`src/rtl/i2c_glitch_pkg.sv`:
```
package i2c_glitch_pkg;
  localparam int LINE_SCL = 0;
  localparam int LINE_SDA = 1;
  localparam int NUM_LINES = 2;

  // A differing level is accepted once its hold count has reached the width.
  function automatic logic hold_expired(input int unsigned hold_cnt,
                                        input int unsigned width);
    return hold_cnt >= width;
  endfunction

  // STOP: data rises while clock is high.
  function automatic logic is_stop(input logic scl_now, input logic sda_now,
                                   input logic sda_prev);
    return scl_now & sda_now & ~sda_prev;
  endfunction
endpackage

```
`src/rtl/i2c_line_sync.sv`:
```
module i2c_line_sync #(
  parameter int STAGES = 2
) (
  input  logic clk,
  input  logic rst_n,
  input  logic din,
  output logic dout
);
  logic [STAGES-1:0] chain;

  always_ff @(posedge clk or negedge rst_n) begin
    if (!rst_n) chain <= '1;
    else        chain <= {chain[STAGES-2:0], din};
  end

  assign dout = chain[STAGES-1];
endmodule

```
`src/rtl/i2c_line_filter.sv`:
```
module i2c_line_filter
  import i2c_glitch_pkg::*;
#(
  parameter int CW = 5
) (
  input  logic          clk,
  input  logic          rst_n,
  input  logic          din,
  input  logic [CW-1:0] width,
  output logic          dout
);
  logic          level_q;
  logic [CW-1:0] hold_cnt;

  always_ff @(posedge clk or negedge rst_n) begin
    if (!rst_n) begin
      level_q  <= 1'b1;
      hold_cnt <= '0;
    end else if (din == level_q) begin
      hold_cnt <= '0;
    end else if (hold_expired(32'(hold_cnt), 32'(width))) begin
      level_q  <= din;
      hold_cnt <= '0;
    end else begin
      hold_cnt <= hold_cnt + 1'b1;
    end
  end

  assign dout = level_q;
endmodule

```
`src/rtl/i2c_stop_flags.sv`:
```
module i2c_stop_flags
  import i2c_glitch_pkg::*;
(
  input  logic clk,
  input  logic rst_n,
  input  logic scl_f,
  input  logic sda_f,
  input  logic stop_ie,
  input  logic stop_clr,
  input  logic mod_clr,
  output logic stop_evt,
  output logic stop_flag,
  output logic mod_flag
);
  logic sda_prev;

  always_ff @(posedge clk or negedge rst_n) begin
    if (!rst_n) sda_prev <= 1'b1;
    else        sda_prev <= sda_f;
  end

  assign stop_evt = is_stop(scl_f, sda_f, sda_prev);

  // Set has priority over clear so that no STOP is lost.
  always_ff @(posedge clk or negedge rst_n) begin
    if (!rst_n)        stop_flag <= 1'b0;
    else if (stop_evt) stop_flag <= 1'b1;
    else if (stop_clr) stop_flag <= 1'b0;
  end

  // A pending enabled stop keeps re-setting the module flag.
  always_ff @(posedge clk or negedge rst_n) begin
    if (!rst_n)                    mod_flag <= 1'b0;
    else if (stop_flag && stop_ie) mod_flag <= 1'b1;
    else if (mod_clr)              mod_flag <= 1'b0;
  end
endmodule

```
`src/rtl/i2c_glitch_stop.sv`:
```
module i2c_glitch_stop
  import i2c_glitch_pkg::*;
#(
  parameter int FACT_W      = 5,
  parameter int SYNC_STAGES = 2
) (
  input  logic              clk,
  input  logic              rst_n,
  input  logic              scl_in,
  input  logic              sda_in,
  input  logic              cfg_we,
  input  logic [FACT_W+1:0] cfg_wdata,
  input  logic              flag_clr_we,
  input  logic              flag_clr_wdata,
  output logic              scl_filt,
  output logic              sda_filt,
  output logic [FACT_W-1:0] flt_factor,
  output logic              stop_ie,
  output logic              stop_flag,
  output logic              mod_flag,
  output logic              irq
);
  localparam int IE_BIT  = FACT_W;
  localparam int CLR_BIT = FACT_W + 1;

  logic [NUM_LINES-1:0] raw_lines;
  logic [NUM_LINES-1:0] sync_lines;
  logic [NUM_LINES-1:0] filt_lines;
  logic scl_sync, sda_sync;
  logic stop_evt;
  logic stop_clr, mod_clr;

  assign raw_lines[LINE_SCL] = scl_in;
  assign raw_lines[LINE_SDA] = sda_in;

  always_ff @(posedge clk or negedge rst_n) begin
    if (!rst_n) begin
      flt_factor <= '0;
      stop_ie    <= 1'b0;
    end else if (cfg_we) begin
      flt_factor <= cfg_wdata[FACT_W-1:0];
      stop_ie    <= cfg_wdata[IE_BIT];
    end
  end

  for (genvar g = 0; g < NUM_LINES; g++) begin : g_line
    i2c_line_sync #(.STAGES(SYNC_STAGES)) u_sync (
      .clk  (clk),
      .rst_n(rst_n),
      .din  (raw_lines[g]),
      .dout (sync_lines[g])
    );
    i2c_line_filter #(.CW(FACT_W)) u_filt (
      .clk  (clk),
      .rst_n(rst_n),
      .din  (sync_lines[g]),
      .width(flt_factor),
      .dout (filt_lines[g])
    );
  end

  assign scl_sync = sync_lines[LINE_SCL];
  assign sda_sync = sync_lines[LINE_SDA];
  assign scl_filt = filt_lines[LINE_SCL];
  assign sda_filt = filt_lines[LINE_SDA];

  assign stop_clr = cfg_we & cfg_wdata[CLR_BIT];
  assign mod_clr  = flag_clr_we & flag_clr_wdata;

  i2c_stop_flags u_flags (
    .clk      (clk),
    .rst_n    (rst_n),
    .scl_f    (scl_filt),
    .sda_f    (sda_filt),
    .stop_ie  (stop_ie),
    .stop_clr (stop_clr),
    .mod_clr  (mod_clr),
    .stop_evt (stop_evt),
    .stop_flag(stop_flag),
    .mod_flag (mod_flag)
  );

  assign irq = mod_flag;
endmodule

```
`config.mk`:
```
export PLATFORM = sky130hd
export DESIGN_NAME = i2c_glitch_stop
export DESIGN_NICKNAME = d
export VERILOG_FILES = /design/src/rtl/i2c_glitch_pkg.sv /design/src/rtl/i2c_line_sync.sv /design/src/rtl/i2c_line_filter.sv /design/src/rtl/i2c_stop_flags.sv /design/src/rtl/i2c_glitch_stop.sv
export SDC_FILE = /design/constraint.sdc
export NUM_CORES = 1
export LEC_CHECK = 0
export BUFFER_PORTS_ARGS = -buffer_cell sky130_fd_sc_hd__buf_4
export CORE_MARGIN = 2
export CORE_UTILIZATION = 58
export DETAILED_ROUTE_END_ITERATION = 16
export PLACE_DENSITY = 0.83
export RECOVER_POWER = 50
export SLEW_MARGIN = 0
export SYNTH_ARGS = -nofsm -noshare
export SYNTH_HDL_FRONTEND = slang
export SYNTH_HIERARCHICAL = 1
export SYNTH_SLANG_ARGS = --single-unit
```
`constraint.sdc`:
```
create_clock -name clk -period 2.86 [get_ports clk]
set_input_delay 0.286 -clock clk [delete_from_list [all_inputs] [get_ports clk]]
set_output_delay 0.286 -clock clk [all_outputs]
set_load 0.01 [all_outputs]
```
==> impl_metrics.csv <==
group,metric,value,unit
run_status,status,"finished, final reports clean",
routing,drc_errors,0,
timing,worst_pin_slew,1.26,ns
routing,finalWirelength,2420,µm
worst_setup_path,timing.reg2reg.setup_slack,1.23,ns
clock_network,clk_latency,0.31,ns
worst_setup_path,timing.rr.end,"g_line[1].u_filt/hold_cnt[0]",
global_route,overflow,0,
timing,slew_viol_final,0,
routing,via_per_inst,5.60,
timing,setup_viol,0,
die,row_count,17,
layout,final_nets,165,
worst_setup_path,critPathArrivalTime,1.84,ns
yosys,syn_inst,113,
layout,antenna_cells,0,
clock_network,clock_path_buffers,2,
timing,finalHoldViolCount,0,
place,dpl.hpwl,1850,µm
global_route,antenna_found_initial,0,
worst_setup_path,worstSetupEndpointType,"flop",
global_route,grt_pass1_wl,3930,µm
layout,final_cell_mix,"buf_4, dfrtp_1, inv_1",
yosys,syn-num-nets,139,
global_route,grt_max_degree,26,
worst_setup_path,critical-path-max-stage-delay,0.42,ns
place,place.gp.congestion,0.757,
routing,wl_per_cell,14.6,µm
yosys,syn_area,0.00137,mm²
timing,max_freq,612,MHz
die,dieArea,0.00277,mm²
timing,fin_crit_sh,0.571,
flow_run,drv_cap,0,
global_route,track_usage,0.201,
yosys,syn-mean-instance-area,12.1,µm²
power,p_leak,0.771,nW
timing,fin_crit,1.63,ns
layout,fin_util,0.706,
die,start_util,0.613,
global_route,grt_pass1_vias,911,
worst_setup_path,worstSetupStartpoint,"flt_factor[4]",
worst_setup_path,cp.required,3.07,ns
die,die_height,52.6,µm
worst_setup_path,cp-endpoint,"g_line[1].u_filt/hold_cnt[0]",
worst_setup_path,reg2regPathDepth,5,
power,p_total,1.11,mW
clock_network,cts.sinks,25,
power,p_per_area,706,mW/mm²
clock_network,cts_root_buffer,"clkbuf_4",
clock_network,cts.reportedPaths.clkPinSlew,0.13,ns
worst_setup_path,startpoint_type,"flop",
yosys,ys_warn_count,6,
clock_network,cts_buffers,3,
worst_setup_path,crit_type,"reg -> reg",
layout,layout_commonest_cell,"buf_4",
worst_setup_path,slowest_stage,"ha_1",
timing,skew,0.00363,ns
timing,slew_headroom,0.163,
routing,dr.pass1.iters,4,
routing,vias,929,
routing,antenna_left,0,
place,dp_slack,1.26,ns
layout,drive_above_1_share,0.333,
worst_setup_path,worstPathMaxFanout,8,
timing,setup_tns,0,ns
die,pin_count,25,
place,io_buffers,24,
timing,rsz0062_at_grt,"false",
timing,setup_slack,1.23,ns
worst_setup_path,crit_chain,"inv_1 > ha_1 > a21oi_4 > nand2_2 > a311oi_1",
die,fp.dieW,52.6,µm
min_path,hold_class,"in -> reg",
clock_network,htree_levels,1,
layout,area_delta_synth_final,15.1,%
routing,drtIter0Drc,14,
clock_network,cts_tree,"built",
die,core,0.00223,mm²
power,peakVddDrop,0.471,mV
worst_setup_path,r2r-start,"flt_factor[4]",
## layer usage
layer	track usage	vias to the layer above	routed length [µm]	part of all wire
met4	0.0897	0	16	0.0066
li1	-	452	-	-
met1	0.249	450	1130	0.47
met5	0	-	0	0
met2	0.346	25	1160	0.48
met3	0.0257	2	113	0.047
## sequential cells by signal, indices dropped and copies added, names as in the netlist
name                    flops
u_flags/sda_prev            1
g_line.u_sync/chain         4
g_line.u_filt/dout          2
g_line.u_filt/hold_cnt     10
u_flags/stop_flag           1
flt_factor                  5
u_flags/mod_flag            1
stop_ie                     1
## report_power, final
part,internal (mW),switching [mW]
logic,0.214,0.226
registers,0.442,0.0796
clock network,0.0544,0.0966
## through the flow
step	std cells	instance area [µm²]	hold slack, ns
3_5_place_dp	161	1540	0.204
5_1_grt	166	1580	0.0193
6_report	166	1580	0.0703
3_3_place_gp	161	1540	0.200
4_1_cts	166	1580	0.0567
2_1_floorplan	113	1370	-0.00959
## final cells by class
cell class | count | area (µm²)
clock buffer | 4 | 26.3
fill | 169 | 657
inverter | 14 | 52.6
multi-input combinational | 70 | 642
sequential | 25 | 634
tap | 28 | 35.0
timing repair buffer | 25 | 186
## critical path, delay by kind of cell (launching register included)
family,cells,cell delay [ns]
DFF,1,0.41
adders and majority gates,1,0.42
buffers and inverters,1,0.06
and+or+nand+nor,1,0.12
AOI/OAI and AO/OA,2,0.52
## worst min path at each step
stage           start                         to  slack, ns  depth (start not counted)
2_1_floorplan   rst_n              flt_factor[0]      -0.01                          0
3_3_place_gp    rst_n              flt_factor[1]       0.20                          1
3_5_place_dp    rst_n              flt_factor[2]       0.20                          1
4_1_cts        sda_in  g_line[1].u_sync/chain[0]       0.06                          1
5_1_grt        sda_in  g_line[1].u_sync/chain[0]       0.02                          1
6_report       sda_in  g_line[1].u_sync/chain[0]       0.07                          1
## repair_timing
action / in CTS / in global routing
hold buffers: 1 / 0
buffers inserted: 0 / 0
endpoints found under the setup margin: 0 / 0
hold endpoints to repair: 18 / 0
resized for setup: 0 / 0
No activity file was read; power rests on OpenSTA's default activity.
